**src/rtl/fcd_pkg.sv**
```systemverilog
package fcd_pkg;

  typedef enum logic [1:0] {
    SRC_ARRAY  = 2'd0,
    SRC_ID     = 2'd1,
    SRC_STATUS = 2'd2
  } readSrc_t;

  typedef enum logic [2:0] {
    ST_ARRAY  = 3'd0,
    ST_IDENT  = 3'd1,
    ST_STATUS = 3'd2,
    ST_ESETUP = 3'd3,
    ST_PSETUP = 3'd4
  } cmdState_t;

  typedef struct packed {
    logic loadOp;
    logic setEraseErr;
    logic setProgErr;
    logic setProtErr;
    logic clrErr;
    logic setSusp;
    logic clrSusp;
  } ctrlStrb_t;

  localparam logic [7:0] OP_ARRAY   = 8'hFF;
  localparam logic [7:0] OP_IDENT   = 8'h90;
  localparam logic [7:0] OP_STATUS  = 8'h70;
  localparam logic [7:0] OP_CLEAR   = 8'h50;
  localparam logic [7:0] OP_ERASE   = 8'h20;
  localparam logic [7:0] OP_PROG_A  = 8'h40;
  localparam logic [7:0] OP_PROG_B  = 8'h10;
  localparam logic [7:0] OP_SUSPEND = 8'hB0;
  localparam logic [7:0] OP_CONFIRM = 8'hD0;

endpackage

```
**src/rtl/fcd_datapath.sv**
```systemverilog
module fcd_datapath
  import fcd_pkg::*;
#(
  parameter int ADDR_W = 20,
  parameter int DATA_W = 16,
  parameter int BOOT_SHIFT = 17,
  parameter logic [DATA_W-1:0] MFR_CODE = 16'h005A,
  parameter logic [DATA_W-1:0] DEV_CODE = 16'h00C3
) (
  input  logic              clk,
  input  logic              rstN,
  input  logic              weN,
  input  logic              ceN,
  input  logic [ADDR_W-1:0] busAddr,
  input  logic [DATA_W-1:0] busData,
  input  ctrlStrb_t         strb,
  input  readSrc_t          readSrc,
  input  logic              engBusy,
  input  logic              rdIdAddr,
  input  logic [DATA_W-1:0] arrayData,
  output logic              busWr,
  output logic [7:0]        cmdByte,
  output logic              bootHit,
  output logic [ADDR_W-1:0] opAddr,
  output logic [DATA_W-1:0] opData,
  output logic [DATA_W-1:0] rdData
);

  localparam int BOOT_W = ADDR_W - BOOT_SHIFT;
  localparam int PAD_W  = DATA_W - 8;

  logic              bothLowQ;
  logic              strobeDone;
  logic [ADDR_W-1:0] capAddr;
  logic [DATA_W-1:0] capData;
  logic              suspF, eraseErrF, progErrF, protErrF;
  logic [7:0]        statusByte;

  // A write ends when the first strobe releases after both were low.
  assign strobeDone = bothLowQ && (weN || ceN);

  always_ff @(posedge clk) begin
    if (!rstN) begin
      bothLowQ <= 1'b0;
      busWr    <= 1'b0;
      capAddr  <= '0;
      capData  <= '0;
    end else begin
      bothLowQ <= !weN && !ceN;
      busWr    <= strobeDone;
      if (strobeDone) begin
        capAddr <= busAddr;
        capData <= busData;
      end
    end
  end

  assign cmdByte = capData[7:0];
  assign bootHit = &capAddr[ADDR_W-1 -: BOOT_W];

  always_ff @(posedge clk) begin
    if (!rstN) begin
      opAddr <= '0;
      opData <= '0;
    end else if (strb.loadOp) begin
      opAddr <= capAddr;
      opData <= capData;
    end
  end

  always_ff @(posedge clk) begin
    if (!rstN) begin
      suspF     <= 1'b0;
      eraseErrF <= 1'b0;
      progErrF  <= 1'b0;
      protErrF  <= 1'b0;
    end else begin
      if (strb.setSusp)      suspF <= 1'b1;
      else if (strb.clrSusp) suspF <= 1'b0;
      if (strb.clrErr) begin
        eraseErrF <= 1'b0;
        progErrF  <= 1'b0;
        protErrF  <= 1'b0;
      end else begin
        if (strb.setEraseErr) eraseErrF <= 1'b1;
        if (strb.setProgErr)  progErrF  <= 1'b1;
        if (strb.setProtErr)  protErrF  <= 1'b1;
      end
    end
  end

  assign statusByte = {!engBusy, suspF, eraseErrF, progErrF, 2'b00, protErrF, 1'b0};

  always_comb begin
    unique case (readSrc)
      SRC_ARRAY: rdData = arrayData;
      SRC_ID:    rdData = rdIdAddr ? DEV_CODE : MFR_CODE;
      default:   rdData = {{PAD_W{1'b0}}, statusByte};
    endcase
  end

  // Capture is a single-cycle event per bus write.
  p_single_capture_r10: assert property (@(posedge clk) disable iff (!rstN)
    busWr |=> !busWr);

  // The captured write only changes together with a capture event.
  p_capture_hold_r10: assert property (@(posedge clk) disable iff (!rstN)
    !$stable(capAddr) |-> busWr);

  // Operation registers follow the write that was accepted.
  p_op_latch_r5: assert property (@(posedge clk) disable iff (!rstN)
    strb.loadOp |=> (opAddr == $past(capAddr)) && (opData == $past(capData)));

  // Clearing leaves every error flag low on the next cycle.
  p_clear_errors_r4: assert property (@(posedge clk) disable iff (!rstN)
    strb.clrErr |=> !(eraseErrF || progErrF || protErrF));

endmodule

```
**src/rtl/fcd_ctrl.sv**
```systemverilog
module fcd_ctrl
  import fcd_pkg::*;
(
  input  logic       clk,
  input  logic       rstN,
  input  logic       busWr,
  input  logic [7:0] cmdByte,
  input  logic       bootHit,
  input  logic       wpHigh,
  input  logic       rpHv,
  output ctrlStrb_t  strb,
  output readSrc_t   readSrc,
  output logic       eraseStart,
  output logic       progStart,
  output logic       suspendReq,
  output logic       resumeReq
);

  cmdState_t state, stateNext;
  logic      doErase, doProg, doSusp, doResume;
  logic      bootOk;

  assign bootOk = !bootHit || wpHigh || rpHv;

  always_comb begin
    stateNext = state;
    strb      = '0;
    doErase   = 1'b0;
    doProg    = 1'b0;
    doSusp    = 1'b0;
    doResume  = 1'b0;
    if (busWr) begin
      unique case (state)
        ST_ESETUP: begin
          stateNext = ST_STATUS;
          if (cmdByte != OP_CONFIRM) begin
            strb.setEraseErr = 1'b1;
            strb.setProgErr  = 1'b1;
          end else if (bootOk) begin
            doErase     = 1'b1;
            strb.loadOp = 1'b1;
          end else begin
            strb.setEraseErr = 1'b1;
            strb.setProtErr  = 1'b1;
          end
        end
        ST_PSETUP: begin
          stateNext = ST_STATUS;
          if (bootOk) begin
            doProg      = 1'b1;
            strb.loadOp = 1'b1;
          end else begin
            strb.setProgErr = 1'b1;
            strb.setProtErr = 1'b1;
          end
        end
        default: begin
          unique case (cmdByte)
            OP_ARRAY:  stateNext = ST_ARRAY;
            OP_IDENT:  stateNext = ST_IDENT;
            OP_STATUS: stateNext = ST_STATUS;
            OP_CLEAR:  strb.clrErr = 1'b1;
            OP_ERASE:  stateNext = ST_ESETUP;
            OP_PROG_A,
            OP_PROG_B: stateNext = ST_PSETUP;
            OP_SUSPEND: begin
              doSusp       = 1'b1;
              strb.setSusp = 1'b1;
              stateNext    = ST_STATUS;
            end
            OP_CONFIRM: begin
              doResume     = 1'b1;
              strb.clrSusp = 1'b1;
              stateNext    = ST_STATUS;
            end
            default: ;
          endcase
        end
      endcase
    end
  end

  always_ff @(posedge clk) begin
    if (!rstN) begin
      state      <= ST_ARRAY;
      eraseStart <= 1'b0;
      progStart  <= 1'b0;
      suspendReq <= 1'b0;
      resumeReq  <= 1'b0;
    end else begin
      state      <= stateNext;
      eraseStart <= doErase;
      progStart  <= doProg;
      suspendReq <= doSusp;
      resumeReq  <= doResume;
    end
  end

  always_comb begin
    unique case (state)
      ST_ARRAY: readSrc = SRC_ARRAY;
      ST_IDENT: readSrc = SRC_ID;
      default:  readSrc = SRC_STATUS;
    endcase
  end

  // Erase only follows a completed setup write.
  p_erase_after_setup_r5: assert property (@(posedge clk) disable iff (!rstN)
    eraseStart |-> $past(state == ST_ESETUP));

  // Program only follows a program setup write.
  p_prog_after_setup_r6: assert property (@(posedge clk) disable iff (!rstN)
    progStart |-> $past(state == ST_PSETUP));

  // No start reaches a locked boot block.
  p_boot_guard_r8: assert property (@(posedge clk) disable iff (!rstN)
    (eraseStart || progStart) |-> $past(!bootHit || wpHigh || rpHv));

  // At most one engine request per cycle.
  p_one_request_r11: assert property (@(posedge clk) disable iff (!rstN)
    $onehot0({eraseStart, progStart, suspendReq, resumeReq}));

  // Suspend and resume are single-cycle pulses.
  p_pulse_width_r9: assert property (@(posedge clk) disable iff (!rstN)
    (suspendReq || resumeReq) |=> !(suspendReq || resumeReq));

endmodule

```
**src/rtl/flash_cmd_decoder.sv**
```systemverilog
module flash_cmd_decoder
  import fcd_pkg::*;
#(
  parameter int ADDR_W = 20,
  parameter int DATA_W = 16,
  parameter int BOOT_SHIFT = 17,
  parameter logic [DATA_W-1:0] MFR_CODE = 16'h005A,
  parameter logic [DATA_W-1:0] DEV_CODE = 16'h00C3
) (
  input  logic              clk,
  input  logic              rstN,
  input  logic              weN,
  input  logic              ceN,
  input  logic [ADDR_W-1:0] busAddr,
  input  logic [DATA_W-1:0] busData,
  input  logic              wpHigh,
  input  logic              rpHv,
  input  logic              engBusy,
  input  logic              rdIdAddr,
  input  logic [DATA_W-1:0] arrayData,
  output logic [DATA_W-1:0] rdData,
  output logic [1:0]        readSel,
  output logic              eraseStart,
  output logic              progStart,
  output logic [ADDR_W-1:0] opAddr,
  output logic [DATA_W-1:0] opData,
  output logic              suspendReq,
  output logic              resumeReq
);

  ctrlStrb_t  strb;
  readSrc_t   readSrc;
  logic       busWr;
  logic [7:0] cmdByte;
  logic       bootHit;

  fcd_datapath #(
    .ADDR_W(ADDR_W), .DATA_W(DATA_W), .BOOT_SHIFT(BOOT_SHIFT),
    .MFR_CODE(MFR_CODE), .DEV_CODE(DEV_CODE)
  ) u_datapath (
    .clk(clk), .rstN(rstN), .weN(weN), .ceN(ceN),
    .busAddr(busAddr), .busData(busData), .strb(strb), .readSrc(readSrc),
    .engBusy(engBusy), .rdIdAddr(rdIdAddr), .arrayData(arrayData),
    .busWr(busWr), .cmdByte(cmdByte), .bootHit(bootHit),
    .opAddr(opAddr), .opData(opData), .rdData(rdData)
  );

  fcd_ctrl u_ctrl (
    .clk(clk), .rstN(rstN), .busWr(busWr), .cmdByte(cmdByte),
    .bootHit(bootHit), .wpHigh(wpHigh), .rpHv(rpHv),
    .strb(strb), .readSrc(readSrc),
    .eraseStart(eraseStart), .progStart(progStart),
    .suspendReq(suspendReq), .resumeReq(resumeReq)
  );

  assign readSel = readSrc;

endmodule

```
**config.mk**
```make
export PLATFORM = sky130hd
export DESIGN_NAME = flash_cmd_decoder
export DESIGN_NICKNAME = d
export VERILOG_FILES = /design/src/rtl/fcd_pkg.sv /design/src/rtl/fcd_datapath.sv /design/src/rtl/fcd_ctrl.sv /design/src/rtl/flash_cmd_decoder.sv
export SDC_FILE = /design/constraint.sdc
export NUM_CORES = 1
export LEC_CHECK = 0
export ABC_CLOCK_PERIOD_IN_PS = 1800
export BUFFER_PORTS_ARGS = -buffer_cell sky130_fd_sc_hd__buf_2
export CORE_ASPECT_RATIO = 2
export CORE_MARGIN = 3
export CORE_UTILIZATION = 30
export CTS_CLUSTER_DIAMETER = 120
export DETAILED_ROUTE_END_ITERATION = 12
export SYNTH_ARGS = -nofsm -noshare
export SYNTH_HDL_FRONTEND = slang
export SYNTH_SLANG_ARGS = --single-unit
```
**constraint.sdc**
```tcl
create_clock -name clk -period 1.8 [get_ports clk]
set_input_delay 0.18 -clock clk [delete_from_list [all_inputs] [get_ports clk]]
set_output_delay 0.18 -clock clk [all_outputs]
set_load 0.005 [all_outputs]
```
==> results_dict.tcl, run 1 <==
set metrics [dict create \
    synth-xor-area-share 0.009709 \
    core_um2 11770 \
    syn-num-nets 454 \
    first_pass_iters 4 \
    vias_per_cell 4.627 \
    timing.rr.end "u_ctrl.state[2]" \
    crit_path_end_kind "flip-flop" \
    gp_congestion 0.8198 \
    grt_pass1_vias 3078 \
    vias 3077 \
    synth_edf_count 0 \
    crit_required_ps 2060 \
    peakVddDrop_uv 422.6 \
    gr-total-overflow 0 \
    wl_per_cell_um 13.49 \
    dp_cells 650 \
    clock.fmax_ghz 0.5663 \
    numCtsBuffers 9 \
    p_clk_frac 0.459 \
    ys_ff_latch 85 \
    syn_area_um2 3608 \
    drc 0 \
    slowest_stage "or4_4" \
    root_buffer "clkbuf_16" \
    synthFlopType "dfxtp_1" \
    worst-path-buf-inv 0 \
    finish.instance_area_um2 4760 \
    htree_levels 3 \
    finalClockSkew_ps 9.654 \
    antenna_cells 0 \
    cp.depth 4 \
    grt_pass1_wl_um 14880 \
    start_util 0.3065 \
    clk_latency_ps 340 \
    cp_max_fo 7 \
    max_stage_delay_ps 600 \
    drt-initial-drc-count 134 \
    cp_common_cell "or4_4" \
    ys_types 47 \
    internal-power_mw 3.152 \
    yosysWarnings 0 \
    critical_path_class "flip-flop to flip-flop" \
    timing.final.max_slew_violations 0 \
    power_switching_share 0.2190 \
    synth_compound_area_frac 0.1436 \
    port_buffers 117 \
    final_cells 665 \
    r2r-start "u_datapath.capData[0]" \
    finalCriticalPeriod_ps 1766 \
    worstMarginPinSlew_ps 486.9 \
    setup_viol 0 \
    ios 118 \
    p_seq_frac 0.475 \
    rr_worst_depth 4 \
    pwr-share-comb 0.066 \
    post-route-util 0.4043 \
    die_h_um 161.1 \
    yosys.area_share.simple 0.2302 \
    postCtsSetupBuffers 0 \
    powerDensity_nw_per_um2 848.0 \
    placed_area_um2 4424 \
    maxCapViolations 0 \
    clk_pin_slew_ps 70 \
    die_w_um 83.55 \
    slew_headroom 0.6724 \
    r2r_setup_slack_ps 30 \
    num-fill-cells 1221 \
    drtAntennaViolNets 0 \
    synthMuxAreaShare 0.09431 \
    endpoint "u_ctrl.state[2]" \
    crit_path_start "u_datapath.capData[0]" \
    drt_wl_total_um 8973 \
    rsz0062_at_grt "true" \
    die-area_um2 13460 \
    cts_tree "done" \
    grt_start_max_net_pins 37 \
    rows 56 \
    synth_adder_area_share 0 \
    numClockSinks 85 \
    hold_viol 0 \
    cp-start-kind "flip-flop" \
    status "finished, final reports clean" \
    clock_path_buffers 2 \
    async_reset_ff_frac 0 \
    grt_util_all_layers 0.1363 \
    p_leak_nw 2.208 \
    finalCritPeriodShare 0.9810 \
    syn_area_per_cell_um2 9.159 \
    crit_chain "or4_4 -> or4_4 -> a2bb2oi_1 -> a21boi_2" \
    path_delay_family "simple AND/OR/NAND/NOR gates" \
    cp.arrival_ps 2030 \
    area_growth_pct 31.90 \
    synth_top_family_by_area "simple AND/OR/NAND/NOR gates" \
    hp-class "input pin to flip-flop" \
    nets 576 \
    antenna_found_initial 0 \
    ys_seq_area_frac 0.4716 \
    final_layout_size_suffix_gt1_frac 0.3288 \
    hpwl_um 6692 \
    p_switching_mw 0.8840 \
    synthCells 394 \
]
kinds of logic after synthesis:
logic type                count (synthesis)
AOI/OAI and AO/OA                        71
and+or+nand+nor                         166
xor gates and xnor gates                  4
muxes                                    34
DFF                                      85
buffers and inverters                    34
sequential cells by signal, summed over array words and instances, names as in the netlist, 3 cells and up:
| register | flops |
|---|---|
| u_ctrl.state | 3 |
| u_datapath.capData | 16 |
| u_datapath.opAddr | 20 |
| u_datapath.opData | 16 |
| u_datapath.capAddr | 20 |
stage by stage:
stage / hold slack [ps] / total power, mW / setup TNS, ps / worst slack, ps
after floorplan: 255.1 / 2.092 / 0 / 2.440
after global placement: 406.8 / 2.219 / -132.8 / -36.62
after detailed placement: 412.8 / 2.227 / -1224 / -93.61
after CTS: 52.69 / 4.084 / 0 / 20.44
after global routing: 53.26 / 4.190 / -159.0 / -22.52
final: 62.16 / 4.036 / 0 / 34.21
cells in the mapped netlist, types with 2 or more instances:
| library cell | n | area (um2) |
|---|---|---|
| a21boi_0 | 36 | 270.3 |
| inv_1 | 6 | 22.52 |
| nand4b_1 | 3 | 26.28 |
| o22ai_1 | 2 | 12.51 |
| buf_2 | 3 | 15.01 |
| xor2_1 | 2 | 17.52 |
| nand3_1 | 2 | 10.01 |
| xnor2_1 | 2 | 17.52 |
| o22a_1 | 2 | 17.52 |
| a22o_1 | 3 | 26.28 |
| and2_1 | 14 | 87.58 |
| dfxtp_1 | 85 | 1702 |
| nor4_1 | 2 | 12.51 |
| nor2b_1 | 34 | 212.7 |
| o21ai_0 | 7 | 35.03 |
| nand4_1 | 3 | 18.77 |
| nor3b_1 | 2 | 15.01 |
| mux2i_1 | 34 | 340.3 |
| nor3_1 | 2 | 10.01 |
| nor2_1 | 14 | 52.55 |
| a21oi_1 | 7 | 35.03 |
| o21ai_2 | 2 | 17.52 |
| and3_1 | 4 | 25.02 |
| buf_12 | 2 | 40.04 |
| nand2_1 | 79 | 296.5 |
| clkbuf_1 | 21 | 78.83 |
repair_timing:
action | 4_1_cts | 5_1_grt
pin swaps | 0 | 1
setup endpoints to repair | 41 | 21
cloned | 0 | 0
gates resized for setup | 2 | 9
hold buffers | 0 | 0
cells in the final DEF (no fill, tap or decap), types with 2 or more instances in the layout:
cell and instances:
clkbuf_16 9, xor2_1 2, nand3_1 2, dfxtp_1 83, dfxtp_2 2, a22o_1 3, o21ai_0 6, o22ai_1 2
a21boi_0 36, nand2_1 79, nand4_1 3, o21ai_4 2, buf_4 19, nor2b_1 34, nor3b_1 2, inv_1 6
a21oi_1 7, nor4_1 2, and3_1 4, buf_12 2, and2_1 14, clkinvlp_4 3, mux2i_1 33, o22a_1 2
xnor2_1 2, buf_2 117, o21ai_2 2, nand4b_1 3, nor2_1 13, or4_4 2
routing by layer:
layer / vias up / track usage / share of wire
met1: 1432 / 0.1431 / 0.39
met3: 10 / 0.02808 / 0.042
met4: 0 / 0.06003 / 0.024
li1: 1561 / - / -
met2: 74 / 0.2573 / 0.55
met5: - / 0 / 0
worst min path at each step:
stage / from / end / slack, ps / depth (start not counted)
6_report: ceN / u_datapath.bothLowQ / 60 / 2
5_1_grt: weN / u_datapath.bothLowQ / 50 / 2
4_1_cts: weN / u_datapath.bothLowQ / 50 / 2
3_5_place_dp: weN / u_datapath.bothLowQ / 410 / 2
3_3_place_gp: weN / u_datapath.bothLowQ / 410 / 2
2_1_floorplan: ceN / u_datapath.bothLowQ / 260 / 1
final cells by class:
cell class / count / area (um2) / area share
multi-input combinational: 275 / 1772 / 0.3722
sequential: 85 / 1704 / 0.3580
timing repair buffer: 139 / 779.5 / 0.1638
clock buffer: 10 / 239.0 / 0.05021
tap: 145 / 181.4 / 0.03812
clock inverter: 5 / 61.31 / 0.01288
inverter: 6 / 22.52 / 0.004732
power by group through the flow:
stage	Clock [mW]	Combinational (mW)	Sequential, mW
2_1_floorplan	0	0.134	1.96
3_3_place_gp	0	0.260	1.96
3_5_place_dp	0	0.266	1.96
4_1_cts	1.90	0.269	1.92
5_1_grt	1.97	0.298	1.92
6_report	1.85	0.266	1.92
No activity file was read; power rests on OpenSTA's default activity.
==> run 2, diff against run 1 <==
--- a/config.mk
+++ b/config.mk
@@ -12,6 +12,7 @@
 export CORE_UTILIZATION = 30
 export CTS_CLUSTER_DIAMETER = 120
 export DETAILED_ROUTE_END_ITERATION = 12
+export SETUP_SLACK_MARGIN = 0.2
 export SYNTH_ARGS = -nofsm -noshare
 export SYNTH_HDL_FRONTEND = slang
 export SYNTH_SLANG_ARGS = --single-unit
==> run 2 against run 1 <==
Against the previous run: flip-flop and latch count unchanged; via count up 0.58%; die area unchanged; sequential power hardly changed; global-route usage decreased by 0.20 points; highest routed layer unchanged; non-clock buffer count increased by 6; critical path type unchanged.
==> results_dict.tcl, run 2 (synthesized netlist as in run 1, its figures left out) <==
set metrics [dict create \
    status "finished, final reports clean" \
    hold_start "weN" \
    cp.arrival_ps 1990 \
    cp-start-kind "flip-flop" \
    p_switching_mw 0.8690 \
    die-area_um2 13460 \
    multiInputGateArea_um2 1827 \
    met3WireLength_um 405 \
    finalCritPeriodShare 0.9569 \
    grt_pass1_wl_um 14750 \
    top_layer "met4" \
    grt_start_max_net_pins 85 \
    power_switching_share 0.2158 \
    finalPower_mw 4.026 \
    wl_per_cell_um 13.33 \
    grt_pass1_vias 3036 \
    maxCapViolations 0 \
    nets 582 \
    layout_commonest_cell "buf_2" \
    antenna_cells 0 \
    post-route-util 0.4163 \
    powerDensity_nw_per_um2 821.5 \
    gp_congestion 0.7671 \
    seq_area_um2 1712 \
    drt-initial-drc-count 142 \
    wl_met2_um 5074 \
    slew_headroom 0.6182 \
    grt_util_all_layers 0.1343 \
    core_um2 11770 \
    placed_area_um2 4468 \
    crit_required_ps 2060 \
    hold_path_end "u_datapath.bothLowQ" \
    critical_path_class "flip-flop to flip-flop" \
    setup_viol 0 \
    finalCriticalPeriod_ps 1722 \
    peakVddDrop_uv 420.1 \
    timing.rr.end "u_datapath.protErrF" \
    clock_path_buffers 2 \
    r2r-start "u_datapath.capData[3]" \
    p_leak_nw 2.284 \
    cts_hold_buf 0 \
    first_pass_iters 4 \
    clock.fmax_ghz 0.5806 \
    gr-total-overflow 0 \
    root_buffer "clkbuf_16" \
    pwr-share-comb 0.068 \
    cts_tree "done" \
    hpwl_um 6636 \
    numCtsBuffers 9 \
    htree_levels 3 \
    hold_depth 2 \
    met1Wirelength_um 3315 \
    drt_wl_total_um 8958 \
    rr_worst_depth 7 \
    crit_path_end_kind "flip-flop" \
    finish.instance_area_um2 4901 \
    vias_per_cell 4.606 \
    vias 3095 \
    port_buffers 117 \
    hp-class "input pin to flip-flop" \
    antenna_found_initial 0 \
    reg_top3 "u_datapath.capAddr (20), u_datapath.opAddr (20)" \
    clk_latency_ps 330 \
    rows 56 \
    die_w_um 83.55 \
    p_clk_frac 0.456 \
    internal-power_mw 3.157 \
    finalClockSkew_ps 7.910 \
    dp_cells 651 \
    rsz0062_at_grt "true" \
    fin_tns_setup_ps 0 \
    num-fill-cells 1206 \
    final_layout_size_suffix_gt1_frac 0.3567 \
    cp_max_fo 6 \
    timing.final.max_slew_violations 0 \
    r2r_setup_slack_ps 80 \
    area_growth_pct 35.82 \
    ios 118 \
    layout_common_cells "buf_2, dfxtp_1, nand2_1" \
    worstMarginPinSlew_ps 571.4 \
    final_cells 672 \
    hold_viol 0 \
    p_seq_frac 0.476 \
    start_util 0.3065 \
    drc 0 \
    clk_pin_slew_ps 60 \
    die_h_um 161.1 \
    drtAntennaViolNets 0 \
    numClockSinks 85 \
]
run 2: cell count changes in the layout (fill, tap and decap cells not counted), sizes merged:
cell and delta:
buf +6, clkinv +4, clkinvlp -3
run 2: cell type report:
cell class | count | area share
tap | 145 | 0.03702
sequential | 85 | 0.3492
multi-input combinational | 275 | 0.3727
inverter | 6 | 0.004595
clock inverter | 6 | 0.01276
timing repair buffer | 145 | 0.1749
clock buffer | 10 | 0.04876
run 2: power by group through the flow:
| stage | sequential (mW) | clock, mW | combinational [mW] |
|---|---|---|---|
| after floorplan | 1.96 | 0 | 0.137 |
| after global placement | 1.96 | 0 | 0.264 |
| after detailed placement | 1.96 | 0 | 0.268 |
| after CTS | 1.92 | 1.90 | 0.273 |
| after global routing | 1.92 | 1.95 | 0.304 |
| final | 1.92 | 1.84 | 0.273 |
run 2: repair_timing:
| item | 4_1_cts | 5_1_grt |
|---|---|---|
| pin swaps | 3 | 7 |
| endpoints found under the setup margin | 60 | 60 |
| resized for setup | 14 | 16 |
| setup buffers | 2 | 2 |
| gates cloned | 0 | 1 |
run 2: per-stage QoR:
| step | hold WS (ps) | setup WS, ps |
|---|---|---|
| global placement | 414.5 | 4.200 |
| CTS | 66.11 | 81.14 |
| global route | 85.03 | -7.335 |
| detailed placement | 423.5 | -22.56 |
| finish | 78.07 | 77.62 |
| floorplan | 255.1 | 16.61 |
run 2: worst max path at each step:
stage | start | endpoint | slack, ps
detailed placement | u_datapath.capData[3] | u_datapath.opData[13] | -20
finish | u_datapath.capData[3] | u_datapath.protErrF | 80
global placement | u_datapath.capData[3] | u_ctrl.state[1] | 4
global route | u_datapath.capData[3] | u_datapath.opData[10] | -7
floorplan | u_datapath.capData[3] | u_datapath.opData[7] | 20
CTS | u_datapath.capData[3] | u_datapath.opData[13] | 80
run 2: per-layer routing:
metal  track usage  up-vias
met1        0.1395     1422
met2        0.2573       80
met5             0        -
li1              -     1583
met4       0.05490        0
met3       0.02757       10
run 2: critical path, cell delays in order (launching register included):
cell and delay (ps):
dfxtp_2 320, or4_4 580, nor3_4 190, buf_4 150, buf_6 90, nor2_4 40, o21ba_4 210, nor2_1 80
